===== src/rtl/sdram_pre_pkg.sv =====
package sdram_pre_pkg;

  parameter int BANK_W    = 2;
  localparam int NUM_BANKS = 1 << BANK_W;
  localparam int MAX_BL    = 8;
  localparam int BLC_W     = 2;

  typedef enum logic [1:0] {
    BK_IDLE     = 2'd0,
    BK_AP_BURST = 2'd1,
    BK_AP_RECOV = 2'd2
  } bank_state_e;

  // strobes from control to datapath
  typedef struct packed {
    logic                 load;
    logic                 isWrite;
    logic                 isAuto;
    logic [NUM_BANKS-1:0] bankHit;
    logic [BLC_W-1:0]     blCode;
    logic                 casLat3;
  } strobe_t;

endpackage


===== src/rtl/sdram_pre_ctrl.sv =====
module sdram_pre_ctrl
  import sdram_pre_pkg::*;
(
  input  logic                 clk,
  input  logic                 rstN,
  input  logic                 csN,
  input  logic                 rasN,
  input  logic                 casN,
  input  logic                 weN,
  input  logic [BANK_W-1:0]    bankAddr,
  input  logic                 a10,
  input  logic [BLC_W-1:0]     blCode,
  input  logic                 casLat3,
  input  logic [NUM_BANKS-1:0] preOk,
  input  logic [NUM_BANKS-1:0] apBusy,
  output strobe_t              strb,
  output logic                 cmdErr
);

  logic isRead, isWrite, isPre, isBst;
  logic [NUM_BANKS-1:0] bankHit;
  logic busyHit, notReadyHit;
  logic preIllegal, rwIllegal, bstIllegal, illegal;

  // command decode
  always_comb begin
    isRead  = !csN &&  rasN && !casN &&  weN;
    isWrite = !csN &&  rasN && !casN && !weN;
    isPre   = !csN && !rasN &&  casN && !weN;
    isBst   = !csN &&  rasN &&  casN && !weN;
  end

  assign bankHit = NUM_BANKS'(1) << bankAddr;

  // legality against the current per-bank state
  always_comb begin
    busyHit     = |(apBusy & bankHit);
    notReadyHit = |(~preOk & bankHit);
    preIllegal  = isPre && (a10 ? !(&preOk) : notReadyHit);
    rwIllegal   = (isRead || isWrite) && busyHit;
    bstIllegal  = isBst && (|apBusy);
    illegal     = preIllegal || rwIllegal || bstIllegal;
  end

  always_comb begin
    strb.load    = (isRead || isWrite) && !rwIllegal;
    strb.isWrite = isWrite;
    strb.isAuto  = a10;
    strb.bankHit = bankHit;
    strb.blCode  = blCode;
    strb.casLat3 = casLat3;
  end

  always_ff @(posedge clk or negedge rstN) begin
    if (!rstN) cmdErr <= 1'b0;
    else       cmdErr <= illegal;
  end

endmodule


===== src/rtl/sdram_pre_datapath.sv =====
module sdram_pre_datapath
  import sdram_pre_pkg::*;
#(
  parameter int TWR = 2,
  parameter int TRP = 3
) (
  input  logic                 clk,
  input  logic                 rstN,
  input  strobe_t              strb,
  output logic [NUM_BANKS-1:0] preOk,
  output logic [NUM_BANKS-1:0] apBusy,
  output logic [NUM_BANKS-1:0] apDone
);

  localparam int CNT_W = $clog2(MAX_BL + TWR + TRP + 4);

  logic [CNT_W-1:0] burstLen, clCycles, readLead, lastBeat, loadVal;

  // wait count measured from the final data beat
  always_comb begin
    burstLen = CNT_W'(1) << strb.blCode;
    clCycles = strb.casLat3 ? CNT_W'(3) : CNT_W'(2);
    readLead = clCycles - CNT_W'(1);
    if (strb.isWrite) begin
      lastBeat = burstLen - CNT_W'(1);
      loadVal  = lastBeat + CNT_W'(TWR) - CNT_W'(1);
    end else begin
      lastBeat = clCycles + burstLen - CNT_W'(1);
      loadVal  = lastBeat - readLead - CNT_W'(1);
    end
  end

  for (genvar gb = 0; gb < NUM_BANKS; gb++) begin : g_bank
    bank_state_e      bankSt;
    logic [CNT_W-1:0] bankCnt;
    logic             cntZero;

    assign cntZero = (bankCnt == '0);

    always_ff @(posedge clk or negedge rstN) begin
      if (!rstN) begin
        bankSt  <= BK_IDLE;
        bankCnt <= '0;
      end else if (strb.load && strb.bankHit[gb]) begin
        bankCnt <= loadVal;
        bankSt  <= strb.isAuto ? BK_AP_BURST : BK_IDLE;
      end else begin
        unique case (bankSt)
          BK_IDLE: begin
            if (!cntZero) bankCnt <= bankCnt - CNT_W'(1);
          end
          BK_AP_BURST: begin
            if (cntZero) begin
              bankSt  <= BK_AP_RECOV;
              bankCnt <= CNT_W'(TRP - 1);
            end else begin
              bankCnt <= bankCnt - CNT_W'(1);
            end
          end
          BK_AP_RECOV: begin
            if (cntZero) bankSt  <= BK_IDLE;
            else         bankCnt <= bankCnt - CNT_W'(1);
          end
          default: begin
            bankSt  <= BK_IDLE;
            bankCnt <= '0;
          end
        endcase
      end
    end

    always_comb begin
      apDone[gb] = (bankSt == BK_AP_RECOV) && cntZero;
      apBusy[gb] = (bankSt == BK_AP_BURST) ||
                   ((bankSt == BK_AP_RECOV) && !cntZero);
      preOk[gb]  = ((bankSt == BK_IDLE) && cntZero) || apDone[gb];
    end
  end

endmodule


===== src/rtl/sdram_pre_sched.sv =====
module sdram_pre_sched
  import sdram_pre_pkg::*;
#(
  parameter int TWR = 2,
  parameter int TRP = 3
) (
  input  logic                 clk,
  input  logic                 rstN,
  input  logic                 csN,
  input  logic                 rasN,
  input  logic                 casN,
  input  logic                 weN,
  input  logic [BANK_W-1:0]    bankAddr,
  input  logic                 a10,
  input  logic [BLC_W-1:0]     blCode,
  input  logic                 casLat3,
  output logic [NUM_BANKS-1:0] preOk,
  output logic [NUM_BANKS-1:0] apBusy,
  output logic [NUM_BANKS-1:0] apDone,
  output logic                 cmdErr
);

  strobe_t strb;

  sdram_pre_ctrl ctrl_i (
    .clk      (clk),
    .rstN     (rstN),
    .csN      (csN),
    .rasN     (rasN),
    .casN     (casN),
    .weN      (weN),
    .bankAddr (bankAddr),
    .a10      (a10),
    .blCode   (blCode),
    .casLat3  (casLat3),
    .preOk    (preOk),
    .apBusy   (apBusy),
    .strb     (strb),
    .cmdErr   (cmdErr)
  );

  sdram_pre_datapath #(.TWR(TWR), .TRP(TRP)) dp_i (
    .clk    (clk),
    .rstN   (rstN),
    .strb   (strb),
    .preOk  (preOk),
    .apBusy (apBusy),
    .apDone (apDone)
  );

endmodule


===== config.mk =====
export PLATFORM = sky130hd
export DESIGN_NAME = sdram_pre_sched
export DESIGN_NICKNAME = d
export VERILOG_FILES = /design/src/rtl/sdram_pre_pkg.sv /design/src/rtl/sdram_pre_ctrl.sv /design/src/rtl/sdram_pre_datapath.sv /design/src/rtl/sdram_pre_sched.sv
export SDC_FILE = /design/constraint.sdc
export NUM_CORES = 1
export LEC_CHECK = 0
export CORE_ASPECT_RATIO = 1.5
export CORE_UTILIZATION = 40
export CTS_CLUSTER_DIAMETER = 60
export DETAILED_ROUTE_END_ITERATION = 16
export PLACE_DENSITY = 0.69
export SYNTH_ARGS = -nofsm -noshare
export SYNTH_HDL_FRONTEND = slang
export SYNTH_SLANG_ARGS = --single-unit

===== constraint.sdc =====
create_clock -name clk -period 2.6 [get_ports clk]
set_input_delay 0.26 -clock clk [delete_from_list [all_inputs] [get_ports clk]]
set_output_delay 0.26 -clock clk [all_outputs]
set_load 0.05 [all_outputs]

=== After elaboration in Yosys (flattened, before gate mapping) ===
Index checks and enable logic that the tools add are counted.

* Equality and inequality tests: 24
* Shift operators: 2
* Divide/modulo/power cells: 0
* Add/subtract/negate cells: 12
* Reduce and logical (&&, ||, !) cells: 70
* Bitwise logic cells: 3
* Order comparisons: 0
* Muxes and demuxes: 36
* Multiply operators: 0

{| class="wikitable"
|+ Operator list
! cell !! count
|-
| $mux W5 || 13
|-
| $sub A5 B1 Y5 const B || 9
|-
| $pmux W5 S2 || 4
|-
| $logic_and A1 B1 Y1 || 29
|-
| $mux W2 || 12
|-
| $ne A3 B1 Y1 const B || 8
|-
| $pmux W2 S3 || 4
|-
| $logic_not A5 Y1 || 4
|-
| $ne A3 B3 Y1 const B || 4
|-
| $reduce_and A3 Y1 || 4
|-
| $reduce_or A4 Y1 || 3
|-
| $logic_or A1 B1 Y1 || 11
|-
| $logic_not A1 Y1 || 10
|-
| $and A4 B4 Y4 || 2
|-
| $eq A2 B1 Y1 const B || 4
|-
| $eq A2 B2 Y1 const B || 4
|-
| $logic_not A2 Y1 || 4
|-
| $ne A2 B1 Y1 const B || 4
|-
| $reduce_or A2 Y1 || 4
|-
| $add A5 B2 Y5 const B || 1
|-
| $add A5 B5 Y5 || 1
|-
| $shl A1 B2 Y5 const A || 1
|-
| $sub A5 B5 Y5 || 1
|-
| $not A4 Y4 || 1
|-
| 3 further kinds || 5
|}

* RAM bits: 0
* Word-level logic and storage cells: 156
* ROM bits: 0
* Bits in registers: 29
* Bits in latches: 0
* Input port bits: 12
* Memories: 0
* Output and inout port bits: 13

=== Logic depth before layout (Yosys ltp) ===
Gate-level depths: netlist (run 1).

* Depth after elaboration: 12
* Depth in mapped cells: 8
* Depth with buffers taken out: 7

=== By module ===
From an unflattened synthesis (run 1), not the netlist that was laid out.

* Cells, all modules: 236
* Area total of the unflattened synthesis: 2047.0 µm²

{| class="wikitable"
|+ Modules (own cells, without submodules)
! module !! area each (µm²) !! cells an instance !! sequential area each (µm²) !! instances
|-
| sdram_pre_datapath || 1808.0 || 204 || 700.7 || 1
|-
| sdram_pre_ctrl || 239.0 || 32 || 25.0 || 1
|}

=== Worst setup path before layout (run 1) ===
OpenSTA, ideal clock, no wires.

* Path type: flip-flop to output port
* From: register dp_i.g_bank[0].bankCnt[0]
* To: output port apDone[0]
* Buffers on the path: 1
* Data arrival time: 2.462 ns
* Cell stages (with the launch flop): 7
* Required time: 2.340 ns
* Path slack: -0.122 ns
* Cell sequence: dfrtp_1 inv_1 ha_1 or4b_1 clkbuf_1 nor2_1 and2_1

* Cells in the longest elaborated chain, start to end: 2

{| class="wikitable"
|+ RTL lines
! element !! RTL line !! source
|-
| from (decl) || sdram_pre_datapath.sv:35 || <nowiki>logic [CNT_W-1:0] bankCnt;</nowiki>
|-
| from (signal assigned) || sdram_pre_datapath.sv:45 || <nowiki>bankCnt <= loadVal;</nowiki>
|-
| from (signal assigned) || sdram_pre_datapath.sv:50 || <nowiki>if (!cntZero) bankCnt <= bankCnt - CNT_W'(1);</nowiki>
|-
| from (signal assigned) || sdram_pre_datapath.sv:55 || <nowiki>bankCnt <= CNT_W'(TRP - 1);</nowiki>
|-
| $logic_not A5 Y1 || sdram_pre_datapath.sv:38 || <nowiki>assign cntZero = (bankCnt == '0);</nowiki>
|-
| $logic_and A1 B1 Y1 || sdram_pre_datapath.sv:73 || <nowiki>apDone[gb] = (bankSt == BK_AP_RECOV) && cntZero;</nowiki>
|-
| to (decl) || sdram_pre_sched.sv:19 || <nowiki>output logic [NUM_BANKS-1:0] apDone,</nowiki>
|}

No other way between the ends.

=== Final worst setup path (run 1) ===
* From: register dp_i.g_bank[1].bankCnt[0]
* To: output port apBusy[1]

* Cells in the longest elaborated chain, start to end: 4

{| class="wikitable"
|+ RTL lines
! element !! RTL line !! source
|-
| from (decl) || sdram_pre_datapath.sv:35 ||
|-
| from (signal assigned) || sdram_pre_datapath.sv:45 ||
|-
| from (signal assigned) || sdram_pre_datapath.sv:50 ||
|-
| from (signal assigned) || sdram_pre_datapath.sv:55 ||
|-
| $logic_not A5 Y1 || sdram_pre_datapath.sv:38 ||
|-
| $logic_not A1 Y1 || -- ||
|-
| $logic_and A1 B1 Y1 || sdram_pre_datapath.sv:75 || <nowiki>((bankSt == BK_AP_RECOV) && !cntZero);</nowiki>
|-
| $logic_or A1 B1 Y1 || sdram_pre_datapath.sv:74 || <nowiki>apBusy[gb] = (bankSt == BK_AP_BURST) ||</nowiki>
|-
| to (decl) || sdram_pre_sched.sv:18 || <nowiki>output logic [NUM_BANKS-1:0] apBusy,</nowiki>
|}

No other way between the ends.

==> run_results.csv, run 1 <==
group,metric,value,unit
status,status,"finished, final reports clean",
place,place_inst,288,
setup_path,path_max_fanout,8,
clock_network,htreeDepth,2,
route,drt.antenna.violating_nets,0,
yosys,syn_inst,203,
grt,grt_pass1_wl,6.87,mm
grt,grt_usage,18.0,%
sta,period_minus_slack,2.42,ns
grt,use_met2,31.1,%
yosys,synth_nets,223,
sta,layout_setup_ws,0.180,ns
clock_network,clk_latency,0.28,ns
place,gp_congestion,0.791,
yosys,synth-edff-count,0,
sta,skew,0.00448,ns
route,drc,0,
power_and_ir_drop,p_leak,1.01,nW
yosys,synthFlopType,"dfrtp_1",
power_and_ir_drop,ir_drop,605,uV
sta,final.period_utilization,93.1,%
yosys,synth_top_cell_by_area,"dfrtp_1",
sta,slew_headroom,64.8,%
yosys,synth_seq_cells,29,
sta,fmax,0.413,GHz
route,post_drt_wl_per_cell,13.3,um
setup_path,critPathRequiredTime,2.34,ns
sta,hold_viol,0,
clock_network,cts_sinks,29,
grt,antenna_found_initial,0,
yosys,ys_seq_area_share,38.3,%
yosys,synthesis.area,1890,um2
setup_path,crit_chain,"inv_1 -> ha_1 -> or4b_1 -> a21boi_1 -> inv_1 -> buf_4",
route,post_drt_via_cell_ratio,5.07,
yosys,ys_types,47,
cells_and_area,diodes,0,
place,port_buffers,23,
cells_and_area,final_nets,251,
cells_and_area,layout-drive-gt1-share,17.2,%
floorplanning,initial_core_util,41.7,%
power_and_ir_drop,power,2.57,mW
sta,worst_slew_pin_slew,0.524,ns
setup_path,r2r-start,"dp_i.g_bank[1].bankCnt[0]",
setup_path,crit_top_cell,"inv_1",
floorplanning,die_h,86.3,um
job,maxCapViolCount,0,
sta,rsz0062_at_grt,"false",
clock_network,cts.reportedPaths.clkPinSlew,0.06,ns
place,hpwl,2.99,mm
setup_path,path_class,"reg -> out",
clock_network,ctsResizeCount,0,
yosys,synth_area_per_cell,9.33,um2
grt,grt_use_met3,4.33,%
setup_path,cp-startpoint,"dp_i.g_bank[1].bankCnt[0]",
hold_path,hold_path_class,"in -> async",
floorplanning,coreArea,4540,um2
sta,finalSetupViolCount,0,
floorplanning,die_x,58.2,um
floorplanning,io_pins,25,
setup_path,cpMaxStageDelayCell,"or4b_1",
cells_and_area,num-fill-cells,418,
sta,slew_viol_final,0,
clock_network,cts_buffers,5,
setup_path,slowest_delay,0.60,ns
floorplanning,die_area,5020,um2
yosys,synthTopCellsByArea,"dfrtp_1 (38%), ha_1 (5.3%), nand2_1 (4.4%), xor2_1 (3.7%), nand2b_1 (3.3%)",
grt,grt-busiest-layer,"met2",
grt,grt_pass1_vias,1470,
setup_path,reg2reg_depth,6,
grt,grt_overflow,0,
clock_network,cts_tree,"yes",
route,drt-total-wl,3.95,mm
floorplanning,fp-row-count,30,
setup_path,cp-start-kind,"flip-flop",
setup_path,critPathCaptureType,"output port",
grt,grt_max_degree,30,
yosys,ys.warnings.count,0,
cells_and_area,area_delta_synth_final,21.8,%
clock_network,cts-root-buf,"clkbuf_8",
clock_network,cts_hold_buf,0,
clock_network,clk_path_buf_depth,2,
route,initialDrtViolationCount,48,
route,first_pass_iters,4,
clock_network,post_cts_buffers,0,
yosys,async_reset_ff_share,100,%
grt,global_route.usage.met1,21.3,%
place,dp_slack,0.361,ns
cells_and_area,final_cells,296,
yosys,synth_top_cell_area_share,38.3,%
sta,setup_tns,0,ns
power_and_ir_drop,p_per_area,1110,nW/um2
route,vias,1500,
cells_and_area,post-route-util,50.8,%
setup_path,crit_arrival,2.16,ns
layer usage:
layer  up-vias  routed length [um]
met5         -                   0
met4         0                  56
met3         4                 126
met2        24                2010
met1       696                1760
li1        776                   -
where the power goes:
part / leakage (nW) / internal (mW) / switching [mW]
Sequential: 0.364 / 0.666 / 0.205
Combinational: 0.599 / 0.581 / 0.759
Clock: 0.0450 / 0.185 / 0.172
worst paths after layout:
path	endpoint	slack, ns
worst max-delay path	apBusy[1]	0.18
max in group asynchronous	dp_i.g_bank[0].bankCnt[0]	1.96
worst max register to register	dp_i.g_bank[1].bankCnt[4]	0.40
worst min register to register	dp_i.g_bank[3].bankSt[1]	0.60
min in group clk	dp_i.g_bank[3].bankSt[1]	0.60
worst min-delay path	dp_i.g_bank[2].bankCnt[4]	0.36
critical path: cells and delay by family (launching register included):
kind | cells | cell delay, ns
AOI/OAI and AO/OA | 1 | 0.39
buffers and inverters | 3 | 0.37
and+or+nand+nor | 1 | 0.60
DFF | 1 | 0.37
adders and majority gates | 1 | 0.14
stage by stage:
stage	hold WS, ns	area, um2
2_1_floorplan	-0.0356	1900
3_3_place_gp	0.577	2220
3_5_place_dp	0.583	2220
4_1_cts	0.381	2310
5_1_grt	0.410	2310
6_report	0.362	2310
final cells by class:
| cell class | instances | area, um2 | share of cell area (%) |
|---|---|---|---|
| clock buffer | 6 | 72.6 | 3.15 |
| clock inverter | 2 | 10.0 | 0.434 |
| inverter | 14 | 52.6 | 2.28 |
| multi-input combinational | 155 | 1090 | 47.4 |
| sequential | 29 | 726 | 31.5 |
| tap | 64 | 80.1 | 3.47 |
| timing repair buffer | 26 | 273 | 11.8 |
layout by cell type (no fill, tap or decap), drive strengths merged:
cell,synthesis,routed
dfrtp,29,29
nand2,22,22
o21ai,15,15
buf,3,15
inv,14,14
nor2,14,14
clkdlybuf4s50,0,11
nand3,11,11
nand2b,10,10
nor3,10,10
xor2,8,8
ha,8,8
and2,6,6
xnor2,6,6
clkbuf,2,6
a21oi,5,5
o31ai,5,5
mux2i,4,4
or4b,4,4
a211oi,3,3
nor4,3,3
mux2,3,3
nor2b,2,2
and3,2,2
o311ai,2,2
clkinv,0,2
a21boi,2,2
nor4b,2,2
or3b,2,2
a2111oi,1,1
mux4,1,1
o32ai,1,1
nor3b,1,1
nand4,1,1
o22ai,1,1
synth_stat cells (2+ instances only):
| cell type | n |
|---|---|
| mux2_2 | 2 |
| nor3_1 | 9 |
| nor4_1 | 2 |
| nand2b_1 | 10 |
| dfrtp_1 | 29 |
| clkbuf_1 | 2 |
| mux2i_1 | 4 |
| xor2_1 | 8 |
| o31ai_1 | 4 |
| nor2_1 | 12 |
| o311ai_0 | 2 |
| or4b_1 | 2 |
| xnor2_1 | 6 |
| o21ai_1 | 12 |
| or4b_4 | 2 |
| o21ai_0 | 3 |
| nand2_1 | 22 |
| and3_1 | 2 |
| ha_1 | 8 |
| and2_1 | 6 |
| a21oi_1 | 5 |
| a211oi_1 | 3 |
| nand3_1 | 10 |
| inv_1 | 14 |
| nor2b_1 | 2 |
flip-flops by register name, summed over array words and instances, names as in the netlist:
name,cells
ctrl_i.cmdErr,1
dp_i.g_bank.bankSt,8
dp_i.g_bank.bankCnt,20
cells by family (layout without fill, tap and decap cells):
| kind of cell | Yosys count | in the layout | share of synthesized area, % |
|---|---|---|---|
| AO/OA/AOI/OAI | 35 | 35 | 12.7 |
| XOR/XNOR | 14 | 14 | 6.48 |
| adder cells (fa/ha/maj) | 8 | 8 | 5.29 |
| buffers and inverters | 19 | 48 | 4.23 |
| flip-flops | 29 | 29 | 38.3 |
| multiplexers | 8 | 8 | 5.09 |
| AND/OR/NAND/NOR | 90 | 90 | 27.9 |
No activity file was read; power rests on OpenSTA's default activity.
==> run 2: changes to the inputs <==
- MAX_ROUTING_LAYER: unset -> met4
- SETUP_SLACK_MARGIN: unset -> 0.3
==> run 2 against run 1 <==
Non-clock buffer count rose by 2. Final cell count increased by 0.68%. Via count increased by 2.5%. Die area unchanged.
==> run_results.csv, run 2 (synthesis gave the netlist of run 1 again) <==
group,metric,value,unit
sta,rsz0062_at_grt,"true",
hold_path,hold_path_class,"in -> async",
setup_path,path_max_fanout,4,
cells_and_area,final_common_cell,"dfrtp_1",
power_and_ir_drop,p_sw,1.20,mW
grt,antenna_found_initial,0,
cells_and_area,final_nets,253,
grt,grt_pass1_wl,7.07,mm
power_and_ir_drop,p_int,1.48,mW
setup_path,reg2reg_depth,7,
clock_network,clk_latency,0.28,ns
route,drc,0,
cells_and_area,final_cells,298,
setup_path,critPathRequiredTime,2.34,ns
floorplanning,initial_core_util,41.7,%
sta,setup_tns,0,ns
clock_network,cts-root-buf,"clkbuf_8",
floorplanning,die_h,86.3,um
route,vias,1537,
place,hpwl,3.01,mm
sta,final.period_utilization,86.8,%
floorplanning,die_x,58.2,um
power_and_ir_drop,seq_power_share,33.6,%
route,initialDrtViolationCount,36,
cells_and_area,regArea,726,um2
setup_path,path_class,"reg -> out",
cells_and_area,area_delta_synth_final,25.6,%
sta,hold_viol,0,
floorplanning,io_pins,25,
cells_and_area,multiInputGateArea,1160,um2
status,status,"finished, final reports clean",
place,place_inst,288,
floorplanning,coreArea,4540,um2
power_and_ir_drop,p_leak,1.05,nW
cells_and_area,top_register,"dp_i.g_bank.bankCnt",
sta,layout_setup_ws,0.344,ns
grt,grt_overflow,0,
power_and_ir_drop,ir_drop,537,uV
power_and_ir_drop,power,2.68,mW
cells_and_area,reg_top3,"dp_i.g_bank.bankCnt x20, dp_i.g_bank.bankSt x8, ctrl_i.cmdErr x1",
cells_and_area,layout-drive-gt1-share,20.5,%
sta,skew,0.00536,ns
place,port_buffers,23,
power_and_ir_drop,p_comb_share,52.7,%
cells_and_area,largest_reg_flops,20,
cells_and_area,num-fill-cells,415,
route,post_drt_via_cell_ratio,5.16,
setup_path,cp-start-kind,"flip-flop",
route,drt.antenna.violating_nets,0,
setup_path,critPathCaptureType,"output port",
sta,period_minus_slack,2.26,ns
route,first_pass_iters,4,
sta,fmax,0.443,GHz
clock_network,cts.reportedPaths.clkPinSlew,0.07,ns
floorplanning,die_area,5020,um2
sta,worst_slew_pin_slew,0.545,ns
sta,slew_headroom,63.4,%
place,gp_congestion,0.793,
sta,slew_viol_final,0,
power_and_ir_drop,sw_frac_of_total,44.9,%
place,dp_slack,0.294,ns
clock_network,clk_path_buf_depth,2,
power_and_ir_drop,p_per_area,1130,nW/um2
sta,finalSetupViolCount,0,
clock_network,cts_hold_buf,0,
route,post_drt_wl_per_cell,14.0,um
floorplanning,fp-row-count,30,
grt,grt_pass1_vias,1489,
grt,grt_max_degree,30,
cells_and_area,diodes,0,
grt,grt_usage,19.2,%
job,maxCapViolCount,0,
cells_and_area,final_cell_mix,"dfrtp_1 (29), nand2_1 (22), inv_1 (13)",
route,drt-total-wl,4.18,mm
clock_network,cts_sinks,29,
setup_path,crit_arrival,2.00,ns
clock_network,cts_tree,"yes",
clock_network,cts_buffers,5,
setup_path,r2r-start,"dp_i.g_bank[3].bankCnt[1]",
power_and_ir_drop,clkPwrFrac,13.7,%
setup_path,ff2ff_setup_slack,0.44,ns
clock_network,htreeDepth,2,
setup_path,timing.rr.end,"ctrl_i.cmdErr",
[run 2: cell types whose count changed in the layout (fill, tap and decap cells not counted), moves of 2 or more]
| cell | before | now |
|---|---|---|
| a21boi_4 | 0 | 2 |
| o21ai_1 | 12 | 10 |
| or4b_1 | 2 | 0 |
| nor2_4 | 1 | 4 |
| o21ai_2 | 0 | 2 |
| nor2_2 | 3 | 0 |
| dlygate4sd2_1 | 0 | 2 |
| or4b_4 | 2 | 4 |
[run 2: power by group through the flow]
stage / combinational, mW / clock [mW] / sequential, mW
after global placement: 1.35 / 0 / 0.878
final: 1.41 / 0.367 / 0.900
after global routing: 1.57 / 0.394 / 0.927
after floorplan: 1.10 / 0 / 0.845
after detailed placement: 1.37 / 0 / 0.884
after CTS: 1.37 / 0.375 / 0.882
[run 2: worst max path at each step]
stage,startpoint,end,slack (ns),depth (start not counted)
after floorplan,dp_i.g_bank[0].bankCnt[0],apDone[0],0.34,6
after global placement,dp_i.g_bank[0].bankCnt[0],apBusy[0],0.34,5
after detailed placement,dp_i.g_bank[0].bankCnt[0],apBusy[0],0.29,5
after CTS,dp_i.g_bank[0].bankCnt[0],apBusy[0],0.25,5
after global routing,dp_i.g_bank[3].bankCnt[1],apBusy[3],0.28,6
final,dp_i.g_bank[0].bankCnt[0],apBusy[0],0.34,5
[run 2: worst max-delay path, cell delays in order (launching register included)]
cell           delay [ns]
dfrtp_1              0.39
inv_1                0.08
ha_1                 0.21
nor4b_2              0.17
o21ai_2              0.29
dlygate4sd2_1        0.57
[run 2: final cells by class]
| cell class | instances | area share [%] |
|---|---|---|
| multi-input combinational | 155 | 48.7 |
| sequential | 29 | 30.5 |
| timing repair buffer | 28 | 11.7 |
| tap | 64 | 3.37 |
| clock buffer | 6 | 3.05 |
| inverter | 14 | 2.21 |
| clock inverter | 2 | 0.421 |
[run 2: repair_timing]
item | in CTS | in global routing
resized for setup | 4 | 7
setup buffers | 0 | 2
pin swaps | 1 | 1
setup endpoints to repair | 5 | 8
[run 2: per-layer routing]
layer	track usage (%)	up-vias	share of wire, %
met1	24.0	730	46
met3	3.28	5	2.9
met5	-	-	0
met4	7.58	0	1.8
met2	30.5	26	49
li1	-	776	-
[run 2: per-stage QoR]
step,area [um2],hold WS [ns],util (%)
2_1_floorplan,1920,-0.0356,-
3_3_place_gp,2240,0.572,49.3
3_5_place_dp,2240,0.584,49.3
4_1_cts,2330,0.378,51.2
5_1_grt,2380,0.404,52.3
6_report,2380,0.360,52.3
